[src/rtl/wm_fifo_pkg.sv]
package wm_fifo_pkg;
  localparam logic ADDR_STAT = 1'b0;
  localparam logic ADDR_CTRL = 1'b1;

  localparam int unsigned STAT_EMPTY = 0;
  localparam int unsigned STAT_FULL  = 1;
  localparam int unsigned STAT_LO    = 2;
  localparam int unsigned STAT_HI    = 3;
  localparam int unsigned STAT_OVF   = 4;
  localparam int unsigned STAT_UNF   = 5;
  localparam int unsigned CTRL_RX    = 3;

  // packed MSB first: unf is bit 5, empty is bit 0
  typedef struct packed {
    logic unf;
    logic ovf;
    logic hi;
    logic lo;
    logic full;
    logic empty;
  } stat_t;

  localparam int unsigned STAT_W = $bits(stat_t);
endpackage

[src/rtl/wm_fifo_mem.sv]
module wm_fifo_mem #(
  parameter int unsigned DW    = 32,
  parameter int unsigned DEPTH = 64,
  localparam int unsigned AW   = $clog2(DEPTH)
) (
  input  logic          clk_i,
  input  logic          we_i,
  input  logic [AW-1:0] waddr_i,
  input  logic [DW-1:0] wdata_i,
  input  logic [AW-1:0] raddr_i,
  output logic [DW-1:0] rdata_o
);
  logic [DW-1:0] mem_q [DEPTH];

  always_ff @(posedge clk_i) begin
    if (we_i) mem_q[waddr_i] <= wdata_i;
  end

  assign rdata_o = mem_q[raddr_i];
endmodule

[src/rtl/wm_fifo_ptr.sv]
module wm_fifo_ptr #(
  parameter int unsigned DEPTH = 64,
  localparam int unsigned AW   = $clog2(DEPTH),
  localparam int unsigned CW   = AW + 1
) (
  input  logic          clk_i,
  input  logic          rst_ni,
  input  logic          clr_i,
  input  logic          wr_i,
  input  logic          rd_i,
  output logic [AW-1:0] waddr_o,
  output logic [AW-1:0] raddr_o,
  output logic          push_o,
  output logic [CW-1:0] count_o,
  output logic          full_o,
  output logic          empty_o,
  output logic          ovf_evt_o,
  output logic          unf_evt_o
);
  logic [CW-1:0] wptr_q, rptr_q;
  logic          pop;

  // extra wrap bit separates full from empty
  assign empty_o = (wptr_q == rptr_q);
  assign full_o  = (wptr_q[AW] != rptr_q[AW]) && (wptr_q[AW-1:0] == rptr_q[AW-1:0]);

  // full/empty judged on the pre-edge state
  assign push_o    = wr_i && !full_o && !clr_i;
  assign pop       = rd_i && !empty_o && !clr_i;
  assign ovf_evt_o = wr_i && full_o;
  assign unf_evt_o = rd_i && empty_o;

  always_ff @(posedge clk_i or negedge rst_ni) begin
    if (!rst_ni) begin
      wptr_q <= '0;
      rptr_q <= '0;
    end else if (clr_i) begin
      wptr_q <= '0;
      rptr_q <= '0;
    end else begin
      if (push_o) wptr_q <= wptr_q + CW'(1);
      if (pop)    rptr_q <= rptr_q + CW'(1);
    end
  end

  assign waddr_o = wptr_q[AW-1:0];
  assign raddr_o = rptr_q[AW-1:0];
  assign count_o = wptr_q - rptr_q;
endmodule

[src/rtl/wm_fifo_wmark.sv]
module wm_fifo_wmark #(
  parameter int unsigned DEPTH = 64,
  parameter int unsigned GW    = 3,
  localparam int unsigned CW   = $clog2(DEPTH) + 1
) (
  input  logic [CW-1:0] count_i,
  input  logic [GW-1:0] gran_i,
  output logic          lo_o,
  output logic          hi_o
);
  logic [CW-1:0] free_words;
  logic [CW-1:0] gran_ext;

  assign free_words = CW'(DEPTH) - count_i;

  generate
    if (CW > GW) begin : g_ext
      assign gran_ext = {{(CW-GW){1'b0}}, gran_i};
    end else begin : g_trunc
      assign gran_ext = gran_i[CW-1:0];
    end
  endgenerate

  // granularity counts free long words
  assign lo_o = (free_words > gran_ext);
  assign hi_o = (free_words <= gran_ext);
endmodule

[src/rtl/wm_fifo_regs.sv]
module wm_fifo_regs
  import wm_fifo_pkg::*;
#(
  parameter int unsigned GW = 3,
  parameter int unsigned RW = 8
) (
  input  logic          clk_i,
  input  logic          rst_ni,
  input  logic          clr_i,
  input  logic          we_i,
  input  logic          addr_i,
  input  logic [RW-1:0] wdata_i,
  input  logic          ovf_evt_i,
  input  logic          unf_evt_i,
  input  logic          full_i,
  input  logic          empty_i,
  input  logic          lo_i,
  input  logic          hi_i,
  output logic [GW-1:0] gran_o,
  output logic          rx_mode_o,
  output logic          ovf_o,
  output logic          unf_o,
  output logic [RW-1:0] rdata_o
);
  logic  stat_we, ctrl_we;
  stat_t stat;

  assign stat_we = we_i && (addr_i == ADDR_STAT);
  assign ctrl_we = we_i && (addr_i == ADDR_CTRL);

  always_ff @(posedge clk_i or negedge rst_ni) begin
    if (!rst_ni) begin
      gran_o    <= '0;
      rx_mode_o <= 1'b0;
    end else if (ctrl_we) begin
      gran_o    <= wdata_i[GW-1:0];
      rx_mode_o <= wdata_i[CTRL_RX];
    end
  end

  // sticky, write-1-to-clear; a new event beats the clear
  always_ff @(posedge clk_i or negedge rst_ni) begin
    if (!rst_ni) begin
      ovf_o <= 1'b0;
      unf_o <= 1'b0;
    end else if (clr_i) begin
      ovf_o <= 1'b0;
      unf_o <= 1'b0;
    end else begin
      ovf_o <= ovf_evt_i || (ovf_o && !(stat_we && wdata_i[STAT_OVF]));
      unf_o <= unf_evt_i || (unf_o && !(stat_we && wdata_i[STAT_UNF]));
    end
  end

  always_comb begin
    stat.unf   = unf_o;
    stat.ovf   = ovf_o;
    stat.hi    = hi_i;
    stat.lo    = lo_i;
    stat.full  = full_i;
    stat.empty = empty_i;
  end

  always_comb begin
    rdata_o = '0;
    if (addr_i == ADDR_STAT) begin
      rdata_o[STAT_W-1:0] = stat;
    end else begin
      rdata_o[GW-1:0]  = gran_o;
      rdata_o[CTRL_RX] = rx_mode_o;
    end
  end
endmodule

[src/rtl/wm_fifo.sv]
module wm_fifo #(
  parameter int unsigned DW    = 32,
  parameter int unsigned DEPTH = 64,
  parameter int unsigned GW    = 3,
  parameter int unsigned RW    = 8
) (
  input  logic          clk_i,
  input  logic          rst_ni,
  input  logic          fifo_clr_i,
  input  logic          wr_en_i,
  input  logic [DW-1:0] wr_data_i,
  input  logic          rd_en_i,
  output logic [DW-1:0] rd_data_o,
  input  logic          reg_we_i,
  input  logic          reg_addr_i,
  input  logic [RW-1:0] reg_wdata_i,
  output logic [RW-1:0] reg_rdata_o,
  output logic          full_o,
  output logic          empty_o,
  output logic          dreq_o
);
  localparam int unsigned AW = $clog2(DEPTH);
  localparam int unsigned CW = AW + 1;

  logic [AW-1:0] waddr, raddr;
  logic [CW-1:0] count;
  logic          push, full, empty, ovf_evt, unf_evt;
  logic          lo, hi, ovf, unf, rx_mode;
  logic [GW-1:0] gran;

  wm_fifo_ptr #(.DEPTH(DEPTH)) u_ptr (
    .clk_i    (clk_i),
    .rst_ni   (rst_ni),
    .clr_i    (fifo_clr_i),
    .wr_i     (wr_en_i),
    .rd_i     (rd_en_i),
    .waddr_o  (waddr),
    .raddr_o  (raddr),
    .push_o   (push),
    .count_o  (count),
    .full_o   (full),
    .empty_o  (empty),
    .ovf_evt_o(ovf_evt),
    .unf_evt_o(unf_evt)
  );

  wm_fifo_mem #(.DW(DW), .DEPTH(DEPTH)) u_mem (
    .clk_i  (clk_i),
    .we_i   (push),
    .waddr_i(waddr),
    .wdata_i(wr_data_i),
    .raddr_i(raddr),
    .rdata_o(rd_data_o)
  );

  wm_fifo_wmark #(.DEPTH(DEPTH), .GW(GW)) u_wmark (
    .count_i(count),
    .gran_i (gran),
    .lo_o   (lo),
    .hi_o   (hi)
  );

  wm_fifo_regs #(.GW(GW), .RW(RW)) u_regs (
    .clk_i    (clk_i),
    .rst_ni   (rst_ni),
    .clr_i    (fifo_clr_i),
    .we_i     (reg_we_i),
    .addr_i   (reg_addr_i),
    .wdata_i  (reg_wdata_i),
    .ovf_evt_i(ovf_evt),
    .unf_evt_i(unf_evt),
    .full_i   (full),
    .empty_i  (empty),
    .lo_i     (lo),
    .hi_i     (hi),
    .gran_o   (gran),
    .rx_mode_o(rx_mode),
    .ovf_o    (ovf),
    .unf_o    (unf),
    .rdata_o  (reg_rdata_o)
  );

  assign full_o  = full;
  assign empty_o = empty;
  assign dreq_o  = rx_mode ? hi : lo;
endmodule

[config.mk]
export PLATFORM = sky130hd
export DESIGN_NAME = wm_fifo
export DESIGN_NICKNAME = d
export VERILOG_FILES = /design/src/rtl/wm_fifo_pkg.sv /design/src/rtl/wm_fifo_mem.sv /design/src/rtl/wm_fifo_ptr.sv /design/src/rtl/wm_fifo_wmark.sv /design/src/rtl/wm_fifo_regs.sv /design/src/rtl/wm_fifo.sv
export SDC_FILE = /design/constraint.sdc
export NUM_CORES = 2
export LEC_CHECK = 0
export ABC_CLOCK_PERIOD_IN_PS = 6100
export BUFFER_PORTS_ARGS = -buffer_cell sky130_fd_sc_hd__buf_2
export CELL_PAD_IN_SITES_DETAIL_PLACEMENT = 2
export CELL_PAD_IN_SITES_GLOBAL_PLACEMENT = 2
export CORE_ASPECT_RATIO = 1.2
export CORE_MARGIN = 2
export CORE_UTILIZATION = 55
export DETAILED_ROUTE_END_ITERATION = 8
export PLACE_DENSITY = 0.81
export SYNTH_ARGS = -nofsm -noshare
export SYNTH_HDL_FRONTEND = slang
export SYNTH_SLANG_ARGS = --single-unit
[constraint.sdc]
create_clock -name clk_i -period 6.1 [get_ports clk_i]
set_input_delay 1.525 -clock clk_i [delete_from_list [all_inputs] [get_ports clk_i]]
set_output_delay 1.525 -clock clk_i [all_outputs]
set_load 0.02 [all_outputs]
==> summary.md, run 1 <==
| Metric | Value |
|---|---|
| Die width | 350 microns |
| Syn_area_per_cell | 22.8 sq um |
| Asr flop ratio synth | 0.967% |
| Most frequent cell after synthesis | edfxtp_1 |
| Die Y | 420 microns |
| Post-synth EDFFs | 2048 |
| Seq cells post-synth | 2068 |
| Synth cell types | 47 |
| Synth Flop Type | edfxtp_1 |
| Synth top cells by count | 2048 x edfxtp_1, 501 x mux4_2, 108 x nor2_1, 99 x a22oi_1, 83 x clkbuf_1 |
| Err | [ERROR DPL-0033] detailed placement checks failed during check placement. |
| Fraction of the yosys area taken by sequential cells | 78.3% |
| Top-area cell type share of the netlist area | 77.7% |
| Routability congestion estimate | 0.817 |
| Area leader, netlist | edfxtp_1 |
| Buffers on Ports | 85 |
| DP Wirelength | 160 mm |
| Mapped cell area | 79200 sq um |
| Rows | 152 |
| Cells after synthesis | 3477 |
| Starting density of the core | 55.4% |
| Warnings, synthesis | 0 |
| I/O pins | 90 |
| Outcome | aborted with a tool error |
| Last step reached | detailed placement |
| Dominant cells by area after synthesis | edfxtp_1 78%, mux4_2 14%, a22oi_1 0.94% |
## kinds of logic after synthesis
family,share of synthesized area [%]
AO/OA/AOI/OAI,3.08
XOR/XNOR,0.199
adder cells (fa/ha/maj),0.278
buffers and inverters,1.32
flip-flops,78.3
multiplexers,15.6
other,0.00474
AND/OR/NAND/NOR,1.24
## through the flow
stage	hold slack [ps]	cell area, sq um	setup slack, ps
after floorplan	483	79200	1350
after global placement	502	82600	809
==> run 2, diff against run 1 <==
--- a/config.mk
+++ b/config.mk
@@ -7,13 +7,10 @@
 export LEC_CHECK = 0
 export ABC_CLOCK_PERIOD_IN_PS = 6100
 export BUFFER_PORTS_ARGS = -buffer_cell sky130_fd_sc_hd__buf_2
-export CELL_PAD_IN_SITES_DETAIL_PLACEMENT = 2
-export CELL_PAD_IN_SITES_GLOBAL_PLACEMENT = 2
-export CORE_ASPECT_RATIO = 1.2
 export CORE_MARGIN = 2
-export CORE_UTILIZATION = 55
+export CORE_UTILIZATION = 40
 export DETAILED_ROUTE_END_ITERATION = 8
-export PLACE_DENSITY = 0.81
+export PLACE_DENSITY_LB_ADDON = 0.15
 export SYNTH_ARGS = -nofsm -noshare
 export SYNTH_HDL_FRONTEND = slang
 export SYNTH_SLANG_ARGS = --single-unit
==> summary.md, run 2 <==
| Metric | Value |
|---|---|
| GRT Residual Overflow | 0 |
| Crit path kind | flip-flop to output port |
| Final worst path period share | 97.8% |
| Post-synth EDFFs | 2048 (unchanged) |
| Routed Antenna Nets | 0 |
| Seq cells post-synth | 2068 (unchanged) |
| Top-area cell type share of the netlist area | 77.7% (unchanged) |
| Via count | 37800 |
| Area delta synth->final | 14.8% |
| Fraction of the yosys area taken by sequential cells | 78.3% (unchanged) |
| Layout cells sized above 1 | 29.6% |
| Wire length per cell | 32.2 microns |
| P_leak | 0.0274 uW |
| Worst setup startpoint | u_ptr.rptr_q[0] |
| Commonest non-fill, non-tap cell in the layout | edfxtp_1 |
| DP Wirelength | 123 mm (-23%) |
| First-pass GRT wire length | 299 mm |
| Worst EP arrival | 4440 ps |
| Reg with most FFs | u_mem.mem_q |
| CTS tree | done |
| Post-CTS Resized | 0 |
| Worst skew pair latency | 860 ps |
| Pre-Repair DR Iteration Count | 5 |
| Clk buf depth | 3 |
| Asr flop ratio synth | 0.967% (unchanged) |
| Die area | 202000 sq um |
| Fin cells | 6611 |
| Rows | 163 (+7.2%) |
| Slew Limit Fails | 0 |
| Warnings, synthesis | 0 (unchanged) |
| Crit. End Element | output port |
| Maximum VDD drop | 0.000300 V |
| Most frequent cells in the layout | 2048 x edfxtp_1, 501 x mux4_2, 219 x clkbuf_16 |
| Final Setup Violations | 0 |
| CTS Buf Count | 213 |
| Dominant cells by area after synthesis | edfxtp_1 78%, mux4_2 14%, a22oi_1 0.94% |
| Area leader, netlist | edfxtp_1 |
| Max transition margin | 13.1% |
| Htree depth | 4 |
| Worst EP required | 4580 ps |
| Routability congestion estimate | 0.839 (+2.7%) |
| DRC | 0 |
| Worst slew pin tran | 1300 ps |
| Buffers on Ports | 85 (unchanged) |
| Starting density of the core | 40.2% (-15 points) |
| Placed insts | 6212 |
| Post-route clock skew | 35.3 ps |
| Syn_area_per_cell | 22.8 sq um (unchanged) |
| Clock Sinks | 2068 |
| Gr usage total | 21.0% |
| I/O pins | 90 (unchanged) |
| Mapped cell area | 79200 sq um (unchanged) |
| Detailed Route Iter0 Violations | 4306 |
| Final Hold Vio Count | 0 |
| Crit-path cells | buf_12, buf_12, mux4_2, mux4_2, mux2i_1, a211oi_1, buf_2 |
| HP Class | flip-flop to flip-flop |
| # hold bufs at CTS | 0 |
| CP max-delay cell | dfrtp_4 |
| Core ar. | 197000 sq um |
| Outcome | finished clean |
| Max reg flops | 2048 |
| Initial antenna violation count | 12 |
| Fin nets | 3851 |
| Worst Min Path Start | u_regs.ovf_o |
| Largest net degree at the start of global routing | 65 |
| Number of global-route vias before repair | 38300 |
| Die width | 449 microns (+28%) |
| Synth top cells by count | 2048 x edfxtp_1, 501 x mux4_2, 108 x nor2_1, 99 x a22oi_1, 83 x clkbuf_1 |
| Largest regs | u_mem.mem_q (2048), u_ptr.rptr_q (7), u_ptr.wptr_q (7) |
| WHS | 527 ps |
| Max-Cap Viols | 0 |
| Most frequent cell after synthesis | edfxtp_1 |
| Die Y | 449 microns (+7.0%) |
| Cells after synthesis | 3477 (unchanged) |
| Synth Flop Type | edfxtp_1 |
| Fmax | 168 MHz |
| Setup TNS | 0 ps |
| Critical Path Fanout Max | 41 |
| DR vias/cell | 5.71 |
| Reg clk slew, reported paths | 60 ps |
| Synth cell types | 47 (unchanged) |
| Critical path buffers and inverters | 3 |
| Total Wirelength | 213 mm |
| Pre-CTS WS | 1010 ps |
| RSZ-0062 raised after global routing | no |
| Root buf cell | clkbuf_16 |
| Max incr delay on CP | 620 ps |
| Setup Buffers After CTS | 0 |
| Cell family with most CP delay | multiplexers |
| Tmin final | 5960 ps |
| Crit path launch type | flip-flop |
| Crit Reg-Reg Startpoint | u_ptr.rptr_q[2] |
| PD cells | 345 nW/um^2 |
| Final worst slack | 137 ps |
run 2: final cells by class:
cell class / instances / area, sq um
Fill cell: 16400 / 106000
Clock buffer: 293 / 5780
Clock inverter: 96 / 836
Multi-Input combinational cell: 1201 / 16700
Inverter: 13 / 48.8
Antenna cell: 10 / 25.0
Tap cell: 2640 / 3300
Sequential cell: 2068 / 62000
Timing Repair Buffer: 290 / 2240
run 2: final timing paths:
path / end / slack, ps / depth (start not counted)
min: u_regs.ovf_o / 530 / 2
min reg2reg: u_regs.ovf_o / 530 / 2
max in group asynchronous: u_ptr.rptr_q[1] / 5030 / 1
min in group asynchronous: u_regs.unf_o / 630 / 1
max reg2reg: u_mem.mem_q[59][21] / 1090 / 9
max: rd_data_o[9] / 140 / 7
run 2: logic make-up after synthesis:
kind of cell	share of synthesized area [%]
AOI/OAI and AO/OA	3.08
DFF	78.3
and+or+nand+nor	1.24
xor gates and xnor gates	0.199
buffers and inverters	1.32
other	0.00474
muxes	15.6
adders and majority gates	0.278
run 2: power breakdown:
part / total (uW) / switching (uW) / internal (uW)
combinational: 3180 / 1780 / 1400
sequential: 15700 / 33.7 / 15700
clock: 12500 / 5370 / 7130
run 2: tightest hold or removal path, cell delays in order, from the launching register on:
cell and delay, ps:
dfrtp_1 340, a22oi_1 70, nor2_1 90
run 2: metal layers:
layer  track usage [%]  vias to the layer above  part of all wire [%]
met4              7.42                        2                   3.3
met3              3.26                      280                   6.1
met5                 0                        -                0.0056
met2              32.4                     1250                    47
met1              30.4                    20700                    44
li1                  -                    15500                     -
run 2: metrics by stage:
step                      total power (uW)  instance area (sq um)  util [%]
final                                31400                  90900      46.1
after global routing                 32300                  90900      46.1
after floorplan                      18100                  79200         -
after CTS                            31700                  90900      46.1
after global placement               19200                  84300      42.8
after detailed placement             19200                  84300      42.8
Power figures use the tool's default switching activity.
